==> src/rtl/uart_rxq_pkg.sv <==
// Package: shared bit positions and the error status type for the receive queue.
// Assumes: the control word is three bits wide and the error status is four bits wide.
package uart_rxq_pkg;

    localparam int unsigned CTL_BITS  = 3;
    localparam int unsigned CTL_EN    = 0;
    localparam int unsigned CTL_RXCLR = 1;
    localparam int unsigned CTL_TXCLR = 2;

    localparam int unsigned STAT_W    = 32;
    localparam int unsigned CNT_FLD_W = 8;

    typedef struct packed {
        logic brk;
        logic frm;
        logic par;
        logic ovr;
    } err_bits_t;

endpackage

==> src/rtl/rxq_store.sv <==
// Module: ring storage for received bytes, each with one error tag bit.
// Assumes: the caller never pushes when full or pops when empty; flush overrides push and pop.
module rxq_store #(
    parameter  int DEPTH = 16,
    parameter  int DW    = 8,
    localparam int CW    = $clog2(DEPTH + 1)
) (
    input  logic          clk,
    input  logic          rst_n,
    input  logic          flush,
    input  logic          push,
    input  logic [DW-1:0] push_data,
    input  logic          push_flag,
    input  logic          pop,
    output logic [DW-1:0] head_data,
    output logic          head_flag,
    output logic [CW-1:0] count,
    output logic [CW-1:0] flag_count
);

    localparam int PW = (DEPTH > 1) ? $clog2(DEPTH) : 1;
    localparam logic [PW-1:0] LAST = PW'(DEPTH - 1);

    logic [DW:0]   mem [DEPTH];
    logic [PW-1:0] wp, rp;

    // Wrap a pointer modulo the depth.
    function automatic logic [PW-1:0] bump(input logic [PW-1:0] p);
        return (p == LAST) ? '0 : p + 1'b1;
    endfunction

    // Entry write: store byte and tag at the write pointer.
    always_ff @(posedge clk) begin
        if (push && !flush) mem[wp] <= {push_flag, push_data};
    end

    // Pointer and occupancy update.
    always_ff @(posedge clk) begin
        if (!rst_n || flush) begin
            wp    <= '0;
            rp    <= '0;
            count <= '0;
        end else begin
            if (push) wp <= bump(wp);
            if (pop)  rp <= bump(rp);
            count <= count + CW'(push) - CW'(pop);
        end
    end

    // Count of stored entries carrying an error tag.
    always_ff @(posedge clk) begin
        if (!rst_n || flush) flag_count <= '0;
        else flag_count <= flag_count + CW'(push && push_flag) - CW'(pop && head_flag);
    end

    assign head_data = mem[rp][DW-1:0];
    assign head_flag = mem[rp][DW];

    p_no_overflow_r3: assert property (@(posedge clk) disable iff (!rst_n)
        push |-> count != CW'(DEPTH));
    p_no_underflow_r4: assert property (@(posedge clk) disable iff (!rst_n)
        pop |-> count != '0);
    p_push_pop_hold_r12: assert property (@(posedge clk) disable iff (!rst_n)
        (push && pop && !flush) |=> count == $past(count));
    p_flush_empties_r10: assert property (@(posedge clk) disable iff (!rst_n)
        flush |=> (count == '0 && flag_count == '0));
    p_tag_bound_r9: assert property (@(posedge clk) disable iff (!rst_n)
        flag_count <= count);

endmodule

==> src/rtl/rxq_errstat.sv <==
// Module: sticky error status nibble, cleared by a read strobe.
// Assumes: a bit set in the same cycle as the clearing read survives the read.
module rxq_errstat
    import uart_rxq_pkg::*;
(
    input  logic      clk,
    input  logic      rst_n,
    input  logic      clr,
    input  err_bits_t set,
    output err_bits_t stat
);

    // Clear on read, then merge new events.
    always_ff @(posedge clk) begin
        if (!rst_n) stat <= '0;
        else        stat <= (clr ? err_bits_t'('0) : stat) | set;
    end

    p_clear_on_read_r8: assert property (@(posedge clk) disable iff (!rst_n)
        (clr && set == '0) |=> stat == '0);
    p_set_survives_r8: assert property (@(posedge clk) disable iff (!rst_n)
        set.ovr |=> stat.ovr);
    p_break_recorded_r7: assert property (@(posedge clk) disable iff (!rst_n)
        set.brk |=> stat.brk);

endmodule

==> src/rtl/uart_rxq.sv <==
// Module: UART receive queue top; control word, holding register, status word and error events.
// Assumes: rx_valid and rx_break are exclusive; DEPTH is at most 255 so the count fits its field.
module uart_rxq
    import uart_rxq_pkg::*;
#(
    parameter int DEPTH = 16,
    parameter int DW    = 8
) (
    input  logic          clk,
    input  logic          rst_n,
    input  logic          ctl_wr,
    input  logic [2:0]    ctl_wdata,
    output logic [2:0]    ctl_q,
    output logic          tx_flush,
    input  logic          rx_valid,
    input  logic [DW-1:0] rx_data,
    input  logic          rx_perr,
    input  logic          rx_ferr,
    input  logic          rx_break,
    input  logic          rd_req,
    output logic [DW-1:0] rd_data,
    input  logic          est_rd,
    output logic [3:0]    err_stat,
    input  logic [7:0]    tx_level,
    input  logic          tx_full,
    output logic [31:0]   fifo_stat,
    output logic          data_ready,
    output logic          err_evt
);

    localparam int CW = $clog2(DEPTH + 1);

    logic          en, flush;
    logic          push_req, push_flag;
    logic [DW-1:0] push_byte;
    logic          full, empty;
    logic          q_push, q_drop, q_pop, empty_rd, hold_ovr;
    logic [DW-1:0] head_data, hold_q;
    logic          head_flag, hold_full;
    logic [CW-1:0] count, flag_count;
    err_bits_t     err_set, err_q;

    // Control word: enable persists, flush bits last one cycle.
    always_ff @(posedge clk) begin
        if (!rst_n)      ctl_q <= '0;
        else if (ctl_wr) ctl_q <= ctl_wdata;
        else begin
            ctl_q[CTL_RXCLR] <= 1'b0;
            ctl_q[CTL_TXCLR] <= 1'b0;
        end
    end

    assign en       = ctl_q[CTL_EN];
    assign flush    = ctl_q[CTL_RXCLR];
    assign tx_flush = ctl_q[CTL_TXCLR];

    // Incoming byte selection: a break enters as a zero byte with its tag set.
    assign push_req  = rx_valid | rx_break;
    assign push_byte = rx_break ? '0 : rx_data;
    assign push_flag = rx_break | (rx_valid & (rx_perr | rx_ferr));

    assign full  = (count == CW'(DEPTH));
    assign empty = (count == '0);

    // Queue-mode strobes.
    assign q_push   = en & push_req & ~flush & ~full;
    assign q_drop   = en & push_req & ~flush & full;
    assign q_pop    = en & rd_req & ~flush & ~empty;
    assign empty_rd = en & rd_req & empty;

    rxq_store #(.DEPTH(DEPTH), .DW(DW)) u_store (
        .clk        (clk),
        .rst_n      (rst_n),
        .flush      (flush),
        .push       (q_push),
        .push_data  (push_byte),
        .push_flag  (push_flag),
        .pop        (q_pop),
        .head_data  (head_data),
        .head_flag  (head_flag),
        .count      (count),
        .flag_count (flag_count)
    );

    // Holding register used while queueing is off.
    always_ff @(posedge clk) begin
        if (!rst_n) begin
            hold_q    <= '0;
            hold_full <= 1'b0;
        end else if (!en) begin
            if (push_req) begin
                hold_q    <= push_byte;
                hold_full <= 1'b1;
            end else if (rd_req) begin
                hold_full <= 1'b0;
            end
        end
    end

    assign hold_ovr = ~en & push_req & hold_full & ~rd_req;

    // Error status events.
    always_comb begin
        err_set     = '0;
        err_set.ovr = q_drop | hold_ovr;
        err_set.par = rx_valid & ~rx_break & rx_perr;
        err_set.frm = rx_valid & ~rx_break & rx_ferr;
        err_set.brk = rx_break;
    end

    rxq_errstat u_err (
        .clk   (clk),
        .rst_n (rst_n),
        .clr   (est_rd),
        .set   (err_set),
        .stat  (err_q)
    );

    assign err_stat = err_q;

    // Error interrupt source event, one cycle after the cause.
    always_ff @(posedge clk) begin
        if (!rst_n) err_evt <= 1'b0;
        else        err_evt <= q_drop | empty_rd | hold_ovr;
    end

    // Read data and ready flag per mode.
    assign rd_data    = en ? (empty ? '0 : head_data) : hold_q;
    assign data_ready = en ? ~empty : hold_full;

    // Packed status word.
    always_comb begin
        fifo_stat        = '0;
        fifo_stat[7:0]   = full ? 8'd0 : CNT_FLD_W'(count);
        fifo_stat[8]     = full;
        fifo_stat[9]     = (flag_count != '0);
        fifo_stat[23:16] = tx_level;
        fifo_stat[24]    = tx_full;
    end

    p_inputs_exclusive_r7: assert property (@(posedge clk) disable iff (!rst_n)
        !(rx_valid && rx_break));
    p_empty_read_event_r4: assert property (@(posedge clk) disable iff (!rst_n)
        (en && rd_req && count == '0) |=> err_evt);
    p_drop_flags_r3: assert property (@(posedge clk) disable iff (!rst_n)
        (en && push_req && !flush && count == CW'(DEPTH)) |=> (err_evt && err_stat[0]));
    p_ready_clears_r5: assert property (@(posedge clk) disable iff (!rst_n)
        (en && rd_req && count == CW'(1) && !push_req && !ctl_wr && !flush) |=> !data_ready);
    p_hold_read_r6: assert property (@(posedge clk) disable iff (!rst_n)
        (!en && rd_req && !push_req && !ctl_wr) |=> !data_ready);
    p_flush_self_clear_r10: assert property (@(posedge clk) disable iff (!rst_n)
        (ctl_q[CTL_RXCLR] && !ctl_wr) |=> !ctl_q[CTL_RXCLR]);
    p_txflush_pulse_r10: assert property (@(posedge clk) disable iff (!rst_n)
        (tx_flush && !ctl_wr) |=> !tx_flush);

endmodule

==> config.mk <==
export PLATFORM = sky130hd
export DESIGN_NAME = uart_rxq
export DESIGN_NICKNAME = d
export VERILOG_FILES = /design/src/rtl/uart_rxq_pkg.sv /design/src/rtl/rxq_store.sv /design/src/rtl/rxq_errstat.sv /design/src/rtl/uart_rxq.sv
export SDC_FILE = /design/constraint.sdc
export NUM_CORES = 1
export LEC_CHECK = 0
export BUFFER_PORTS_ARGS = -buffer_cell sky130_fd_sc_hd__buf_2
export CORE_ASPECT_RATIO = 1.4
export CORE_MARGIN = 5
export CORE_UTILIZATION = 59
export DETAILED_ROUTE_END_ITERATION = 16
export PLACE_DENSITY = 0.8
export SETUP_SLACK_MARGIN = 0.4
export SLEW_MARGIN = 0
export SYNTH_ARGS = -nofsm -noshare
export SYNTH_HDL_FRONTEND = slang
export SYNTH_SLANG_ARGS = --single-unit
==> constraint.sdc <==
create_clock -name clk -period 3.25 [get_ports clk]
set_input_delay 0.325 -clock clk [delete_from_list [all_inputs] [get_ports clk]]
set_output_delay 0.325 -clock clk [all_outputs]
set_load 0.03 [all_outputs]
-- Word level (Yosys, flattened, before mapping)
Memory sizes are Yosys's and may differ from the RTL's. A register that Yosys moved wholly into a read port is not among the register bits.
Index checks and enable logic that the tools add are counted.
W data, S select, Z words.
- register bits: 35
- bits in latches: 0
- RAM bits: 144
- bits in read-only memories: 0
- input bits: 29
- word-level logic and storage cells: 77
- memories kept: 1
- memories (name ; depth ; bits a word ; rd ports ; clocked after Yosys merged registers in ; write ports ; RTL line ; source):
    u_store.mem ; 16 ; 9 ; 1 ; 1 ; 1 ; rxq_store.sv:24 ; logic [DW:0] mem [DEPTH];
- add/sub/neg operators: 6
- multipliers: 0
- div/mod/pow operators: 0
- order comparisons: 0
- equality and inequality tests: 3
- shift operators: 0
- multiplexer cells: 14
- bitwise operators: 28
- reduce and logical (&&, ||, !) cells: 12
- operators with widths (cell ; count):
    $mux W8 ; 3
    $mux W4 ; 5
    $and A1 B1 Y1 ; 15
    $add A5 B1 Y5 ; 2
    $sub A5 B1 Y5 ; 2
    $add A4 B1 Y4 const B ; 2
    $eq A4 B4 Y1 const B ; 2
    $not A1 Y1 ; 6
    $or A1 B1 Y1 ; 6
    $reduce_and A2 Y1 ; 3
    $eq A5 B5 Y1 const B ; 1
    $logic_not A5 Y1 ; 1
    $mux W1 ; 5
    $mux W5 ; 1
    $reduce_bool A5 Y1 ; 1
    $or A4 B4 Y4 ; 1
    $logic_and A1 B1 Y1 ; 3
    $logic_not A1 Y1 ; 2
    $reduce_bool A2 Y1 ; 1
    $logic_or A1 B1 Y1 ; 1

-- Logic depth before layout (Yosys ltp)
Gate-level depths: netlist of the first run.
- depth in word-level cells: 7
- gate-level depth with buffers: 15
- depth with buffers taken out: 14

-- Modules after synthesis
Synthesis of the first run repeated with hierarchy kept, for this count alone.
- cell total of the unflattened synthesis: 506
- area, all modules: 7806.2 µm²
- by module, submodules not included (module ; times used ; cells an instance ; area an instance (µm²)):
    rxq_store ; 1 ; 363 ; 6696.4
    uart_rxq ; 1 ; 131 ; 974.7
    rxq_errstat ; 1 ; 12 ; 135.1

-- Least setup slack after synthesis of the first run
OpenSTA, ideal clock, no wires.
- kind: register to register
- start: register with a tool-made name
- end: register u_store.flag_count[4]
- library setup time: 0.130 ns
- data arrival time: 2.721 ns
- path slack: 0.399 ns
- stages on the path, launching flop included: 14
- path buffers: 1
- clock period less this slack: 2.851 ns
- path through: dfxtp_1 > buf_2 > mux4_2 > mux2i_1 > a211oi_1 > ha_1 > inv_1 > ha_1 > inv_1 > fa_1 > nand2b_1 > a21oi_1 > o21ai_0 > nor3b_1
- RTL lines (item ; RTL line ; source):
    end signal: assignment ; rxq_store.sv:53 ; else flag_count <= flag_count + CW'(push && push_flag) - CW'(pop && head_flag);
    end: declaration ; rxq_store.sv:18 ; output logic [CW-1:0] flag_count

==> results of run 1 <==
==> cell usage after synthesis, types with 10 or more instances <==
cell type  count
buf_4         28
mux4_2        12
ha_1          16
dfxtp_1       39
mux2i_1       30
nand2_1       10
nor2b_1       25
mux4_1        24
inv_1         27
edfxtp_1     144
nor2_1        37
==> power by group through the flow <==
stage,Combinational [mW],Clock [mW],Sequential [mW]
global route,0.685,2.28,2.61
detailed placement,0.607,0,2.66
finish,0.634,2.15,2.61
floorplan,0.469,0,2.66
CTS,0.623,2.17,2.61
global placement,0.582,0,2.65
==> flip-flops by register name, summed over array words and instances (netlist names), 3 cells and up, named ones only <==
name / flops
u_store.wp: 4
u_store.rp: 4
u_store.flag_count: 5
u_err.stat: 4
hold_q: 8
ctl_q: 3
u_store.count: 5
u_store.mem: 144
==> worst register-to-register path, cell delays in order, from the launching register on <==
cell and delay, ns:
dfxtp_4 0.39, buf_8 0.12, mux4_2 0.59, mux2i_4 0.26, a211oi_2 0.12, ha_1 0.31, inv_1 0.08, ha_1 0.16
inv_1 0.06, fa_2 0.34, nand2b_4 0.15, a21oi_2 0.15, o21ai_0 0.09, nor3b_1 0.16
==> area by class of cell <==
class | count | share of cell area
clock buffers | 20 | 0.04949
multi-input cells | 257 | 0.2778
well taps | 182 | 0.02523
flip-flops and latches | 183 | 0.5661
clock inverters | 12 | 0.01955
repair buffers | 74 | 0.05060
inverters | 27 | 0.01123
==> worst min-delay path by stage <==
stage | end | cells past startpoint | from | slack, ns
after floorplan | u_err.stat[1] | 1 | rst_n | 0.45
after global placement | hold_full | 2 | hold_full | 0.48
after detailed placement | hold_full | 2 | hold_full | 0.49
after CTS | ctl_q[1] | 2 | ctl_wdata[1] | 0.13
after global routing | ctl_q[1] | 2 | ctl_wdata[1] | 0.14
final | ctl_q[1] | 2 | ctl_wdata[1] | 0.14
==> cell families (layout without fill, tap and decap cells) <==
| family | after synthesis | in the layout | synth area share |
|---|---|---|---|
| DFF | 183 | 183 | 0.6430 |
| and+or+nand+nor | 105 | 105 | 0.07014 |
| buffers and inverters | 77 | 133 | 0.05485 |
| muxes | 74 | 74 | 0.1626 |
| AOI/OAI and AO/OA | 36 | 36 | 0.02979 |
| adders and majority gates | 18 | 18 | 0.03026 |
| xor gates and xnor gates | 8 | 8 | 0.008826 |
| other | 1 | 16 | 0.0004724 |
==> routing by layer <==
metal,part of all wire,global-route usage,up-vias
met3,0.060,0.04615,32
li1,-,-,1961
met4,0.036,0.08844,0
met5,0,0,-
met1,0.36,0.2499,2186
met2,0.54,0.3758,184
==> timing repair <==
| action | in CTS | in global routing |
|---|---|---|
| buffers inserted | 1 | 0 |
| endpoints found under the setup margin | 6 | 4 |
| pin swaps | 1 | 1 |
| gates resized for setup | 12 | 4 |
==> run summary, run 1 <==
## Clock tree
* **TritonCTS clock tree** yes
* **clock input transition at the sequential cells of the worst setup and hold paths** 0.07 ns
* **H-tree lvl count** 4
* **CTS Buffer Depth** 2
* **worst-skew pair later-pin latency** 0.43 ns
* **hold buffer count at CTS** 0
* **Root Buffer Master** clkbuf_16
* **number of buffers added by the clock tree synthesis step** 17
* **number of clock sinks** 183

## Floorplan
* **Die X-Extent** 108.0 um
* **Top Ports** 79
* **Die Outline Area** 15910 um^2
* **area of the core** 13260 um^2
* **number of placement rows** 50
* **vertical die dimension** 147.3 um
* **starting utilization of the core area** 0.5986

## Setup path
* **launching element type of the critical path** register
* **Worst Path Arrival** 3.40 ns
* **setup slack, reg-to-reg** 0.11 ns
* **worst r2r dst** u_store.flag_count[4]
* **count of buffering cells on the critical path with inverters included** 3
* **CP Capture Type** register
* **Largest stage delay, worst path** 0.59 ns
* **largest fanout on the critical path** 3
* **WP depth** 13
* **Worst Path Class, Setup** reg2reg
* **critical path cell sequence** buf_8, mux4_2, mux2i_4, a211oi_2, ha_1, inv_1, ha_1, inv_1, fa_2, nand2b_4, a21oi_2, o21ai_0, nor3b_1
* **cell with the biggest individual delay on the critical path** mux4_2
* **WP data required** 3.51 ns
* **family of cells with the greatest summed delay on the critical path** multiplexers
* **endpoint of the worst setup timing path** u_store.flag_count[4]
* **count of cells along the worst register-to-register path** 13

## Placed design
* **number of port buffers** 44
* **dpl cell area** 8328 um^2
* **post-detailed-placement half-perimeter wirelength** 10.64 mm
* **routability-driven placement congestion ratio** 0.8171
* **pre-CTS setup slack** 0.07935 ns
* **placed cell count** 722

## Timing
* **Clock Skews** 0.01330 ns
* **Period Utilization, post-route** 0.9650
* **unrepaired setup endpoints after global routing** yes
* **final hold viol count** 0
* **Max-slew headroom** 0.1603
* **highest achievable clock rate** 318.9 MHz
* **total count of max-transition violations in the final report** 0
* **sum of negative setup slack** 0 ns
* **Worst Tran Pin Value** 1.257 ns
* **worst hold-check slack** 0.1366 ns
* **worst setup slack after layout** 0.1138 ns
* **number of setup violations in the final report** 0
* **Final min period** 3.136 ns

## Logic synthesis
* **Synth cell types** 46
* **register area share after synthesis** 0.6430
* **post-synthesis instance area** 7939 um^2
* **top-area cell type share of the netlist area** 0.5447
* **Yosys reg bits** 183
* **Post-Synthesis Mean Instance Area** 15.81 um^2
* **library cell with the largest summed area after synthesis** edfxtp_1
* **warning count from the yosys run** 0
* **most area-consuming cells after synthesis** edfxtp_1 54%, dfxtp_1 9.8%, mux4_1 7.9%
* **number of enable-type register cells in the synthesized netlist** 144
* **Synth Flop Type** edfxtp_1
* **Async S/R FF share, synth** 0
* **count of mapped cells out of synthesis** 502

## Global routing
* **GRT Residual Overflow** 0
* **first-pass GRT wire length** 24.65 mm
* **pin count of the biggest net entering global routing** 23
* **vias in the first global route** 4473
* **overall fraction of global-route tracks in use** 0.2131
* **antenna violations before repair** 0

## Routing
* **via count** 4363
* **DRC marker count from the first detailed-route iteration** 356
* **per-cell via count in the routed design** 5.779
* **wire length per cell** 21.85 um
* **drt drc** 0
* **remaining antenna violation count after routing** 0
* **drt total wl** 16.50 mm
* **number of iterations in the first detailed-routing pass** 5

## Layout
* **combined area of the multi-input logic cells** 2507 um^2
* **top library cells by usage in the layout, fill and taps aside** 144 x edfxtp_1, 44 x buf_2, 37 x nor2_1, 37 x dfxtp_1, 28 x buf_4
* **non-filler cells in the finished layout** 755
* **Final Cell Area** 9026 um^2
* **sequential cell area** 5110 um^2
* **fill count** 895
* **# diodes** 0
* **Syn-to-layout area delta** 13.70%
* **Post-layout nets** 607
* **share of cells above drive strength 1** 0.2391
* **Final Util** 0.6806
* **most common cell after layout, fill and taps aside** edfxtp_1

## Power and ir drop
* **Net Switching** 1.279 mW
* **switching power as a share of total power** 0.2371
* **leakage component of the power** 3.184 nW
* **peak supply drop** 0.0003928 V
* **share of total power in combinational logic** 0.117
* **relative contribution of sequential cells to total power** 0.483
* **Power per Cell Area** 597.8 nW/um^2
* **Clock Power Share** 0.399
* **overall power** 5.396 mW
* **internal power** 4.116 mW

## Outcome
* **outcome** complete, no violations

## Worst hold path
* **HP Class** in2reg

## Job
* **Max Cap Viol** 0

Note: power is estimated with default switching activity, not from simulation.
==> run 2: changes to the inputs <==
Settings changed: ABC_AREA from default to 1, CORE_MARGIN 5 to 3, PLACE_DENSITY 0.8 to 0.79.
==> run summary, run 2 <==
## Outcome
* **outcome** complete, no violations

## Setup path
* **Worst Path Arrival** 3.02 ns
* **family of cells with the greatest summed delay on the critical path** adder cells
* **largest fanout on the critical path** 6
* **Largest stage delay, worst path** 0.37 ns
* **CP Capture Type** register
* **count of buffering cells on the critical path with inverters included** 5
* **launching element type of the critical path** register
* **critical path cell sequence** inv_1, ha_1, nand2_1, nor2_2, nand2_2, nand2_2, inv_4, nand2_1, nor2_2, ha_1, inv_1, ha_1, inv_1, fa_2, inv_1, a21oi_1, nor2_1, nor2_1, o21ai_0, a21oi_1
* **Worst Path Class, Setup** reg2reg
* **WP data required** 3.57 ns
* **cell with the biggest individual delay on the critical path** dfxtp_1
* **most used cell along the critical path** inv_1

## Layout
* **fill count** 1004
* **share of cells above drive strength 1** 0.1420
* **flip-flop count of the largest register, all copies and words added** 144
* **most common cell after layout, fill and taps aside** nand2_1
* **largest registers in the final layout** u_store.mem (144), hold_q (8)
* **register with the highest flop count** u_store.mem
* **Syn-to-layout area delta** 12.61%
* **Post-layout nets** 1006
* **# diodes** 0
* **Final Cell Area** 9487 um^2
* **top library cells by usage in the layout, fill and taps aside** 238 x nand2_1, 144 x inv_1, 144 x edfxtp_1

## Global routing
* **pin count of the biggest net entering global routing** 39
* **met2 global-route usage** 0.4196
* **antenna violations before repair** 0
* **GRT Residual Overflow** 0
* **M3 GR Usage** 0.04762
* **overall fraction of global-route tracks in use** 0.2517
* **first-pass GRT wire length** 29.92 mm
* **highest-utilization routing layer at the global route stage** met2
* **global routing met1 resource utilization** 0.2913
* **vias in the first global route** 5944

## Routing
* **remaining antenna violation count after routing** 0
* **drt drc** 0
* **per-cell via count in the routed design** 5.309
* **number of iterations in the first detailed-routing pass** 5
* **DRC marker count from the first detailed-route iteration** 643
* **via count** 6143
* **wire length per cell** 16.84 um
* **drt total wl** 19.48 mm

## Logic synthesis
* **proportion of synthesized area in mux cells** 0
* **combinational family with the most area after synthesis** simple AND/OR/NAND/NOR gates
* **library cell with the largest summed area after synthesis** edfxtp_1
* **simple-gate portion of the synthesized area** 0.2165
* **Post-Synthesis Mean Instance Area** 9.298 um^2
* **Adder-Cell Fraction of Synth Area** 0.02852
* **Yosys reg bits** 183
* **most common cell in the synthesized netlist** nand2_1
* **Synth Flop Type** edfxtp_1
* **top-area cell type share of the netlist area** 0.5133
* **number of enable-type register cells in the synthesized netlist** 144
* **xor/xnor cell area share of the yosys netlist** 0.004159
* **most frequent cells after synthesis** 240 x nand2_1, 145 x inv_1, 144 x edfxtp_1, 112 x nand3_1, 69 x nor2_1
* **warning count from the yosys run** 0
* **most area-consuming cells after synthesis** edfxtp_1 51%, nand2_1 11%, dfxtp_1 9.3%
* **synthesized-area fraction occupied by ao, oa, aoi and oai cells** 0.03193
* **post-synthesis instance area** 8424 um^2
* **register area share after synthesis** 0.6060
* **count of mapped cells out of synthesis** 906
* **Async S/R FF share, synth** 0
* **Synth cell types** 32

## Clock tree
* **number of buffers added by the clock tree synthesis step** 17
* **clock input transition at the sequential cells of the worst setup and hold paths** 0.07 ns
* **H-tree lvl count** 4
* **TritonCTS clock tree** yes
* **number of clock sinks** 183
* **CTS Buffer Depth** 2
* **Root Buffer Master** clkbuf_16
* **worst-skew pair later-pin latency** 0.44 ns
* **hold buffer count at CTS** 0

## Power and ir drop
* **Net Switching** 1.393 mW
* **Clock Power Share** 0.394
* **leakage component of the power** 4.219 nW
* **peak supply drop** 0.0004431 V
* **Power per Cell Area** 567.4 nW/um^2
* **internal power** 3.990 mW
* **share of total power in combinational logic** 0.122
* **switching power as a share of total power** 0.2588
* **relative contribution of sequential cells to total power** 0.485

## Timing
* **Max-slew headroom** 0.3224
* **number of setup violations in the final report** 0
* **Clock Skews** 0.01028 ns
* **unrepaired setup endpoints after global routing** yes
* **final hold viol count** 0
* **sum of negative setup slack** 0 ns
* **Worst Tran Pin Value** 1.015 ns
* **highest achievable clock rate** 370.7 MHz
* **worst hold-check slack** 0.1219 ns
* **total count of max-transition violations in the final report** 0
* **Period Utilization, post-route** 0.8300
* **Final min period** 2.697 ns

## Placed design
* **dpl cell area** 8762 um^2
* **routability-driven placement congestion ratio** 0.9436
* **number of port buffers** 44
* **post-detailed-placement half-perimeter wirelength** 12.37 mm

## Floorplan
* **Top Ports** 79
* **number of placement rows** 51
* **Die X-Extent** 107.0 um
* **vertical die dimension** 147.4 um
* **area of the core** 13970 um^2
* **Die Outline Area** 15770 um^2
* **starting utilization of the core area** 0.6028

## Job
* **Max Cap Viol** 0

## Worst hold path
* **HP Class** in2reg

run 2: cell types whose count changed in the layout (fill, tap and decap cells not counted), moves of 24 or more:
cell / change
nand3_1: +109
nor2_1: +27
inv_1: +117
mux2i_1: -27
nand2_1: +228
mux4_1: -24
nor2b_1: -25
run 2: worst register-to-register path: cells and delay by family (launching register included):
kind | cells | cell delay (ns)
DFF | 1 | 0.37
and+or+nand+nor | 8 | 0.65
AOI/OAI and AO/OA | 3 | 0.24
adders and majority gates | 4 | 0.93
buffers and inverters | 5 | 0.38
run 2: kinds of logic (layout without fill, tap and decap cells):
kind of cell | after synthesis | count (layout)
AND/OR/NAND/NOR | 433 | 433
adder cells (fa/ha/maj) | 18 | 18
other | 1 | 16
buffers and inverters | 215 | 266
AO/OA/AOI/OAI | 52 | 52
flip-flops | 183 | 183
XOR/XNOR | 4 | 4
run 2: power by group through the flow:
stage                     Combinational, mW  Clock, mW  Sequential (mW)
after floorplan                       0.486          0             2.66
after global placement                0.611          0             2.66
after detailed placement              0.622          0             2.66
after CTS                             0.635       2.12             2.61
after global routing                  0.719       2.24             2.61
final                                 0.655       2.12             2.61
run 2: stage by stage:
step / power [mW] / util / setup slack, ns / std cells
after floorplan: 3.145 / - / 0.6384 / 921
after global routing: 5.569 / 0.6788 / 0.3577 / 1157
after detailed placement: 3.281 / 0.6270 / 0.3678 / 1115
after global placement: 3.267 / 0.6270 / 0.4474 / 1115
after CTS: 5.363 / 0.6728 / 0.4301 / 1150
final: 5.383 / 0.6788 / 0.5526 / 1157
run 2: timing repair:
item | CTS | global route
gates cloned | 0 | 1
gates resized for setup | 5 | 13
endpoints found under the setup margin | 2 | 3
pin swaps | 0 | 2
buffers inserted | 3 | 6
run 2: layer usage:
layer  up-vias  share of wire  wire, um
li1       2948              -         -
met1      2847           0.36      7100
met2       275           0.51      9854
met3        73          0.064      1240
met4         0          0.066      1285
met5         -              0         0
run 2: final cells by class:
type                       count  area (um^2)  share of cell area
tap                          185        231.5             0.02440
sequential                   183         5111              0.5388
multi-input combinational    523         2452              0.2585
clock buffer                  20        436.7             0.04603
inverter                     154        588.1             0.06199
clock inverter                12        166.4             0.01754
timing repair inverter         1        5.005           0.0005276
timing repair buffer          79        495.5             0.05223
run 2: final timing paths:
check                                      start                    end  slack (ns)  cells past startpoint
worst max-delay path            u_store.count[2]  u_store.flag_count[4]        0.55                     20
worst min-delay path                ctl_wdata[0]               ctl_q[0]        0.12                      3
worst max register to register  u_store.count[2]  u_store.flag_count[4]        0.55                     20
worst min register to register     u_err.stat[1]          u_err.stat[1]        0.47                      2
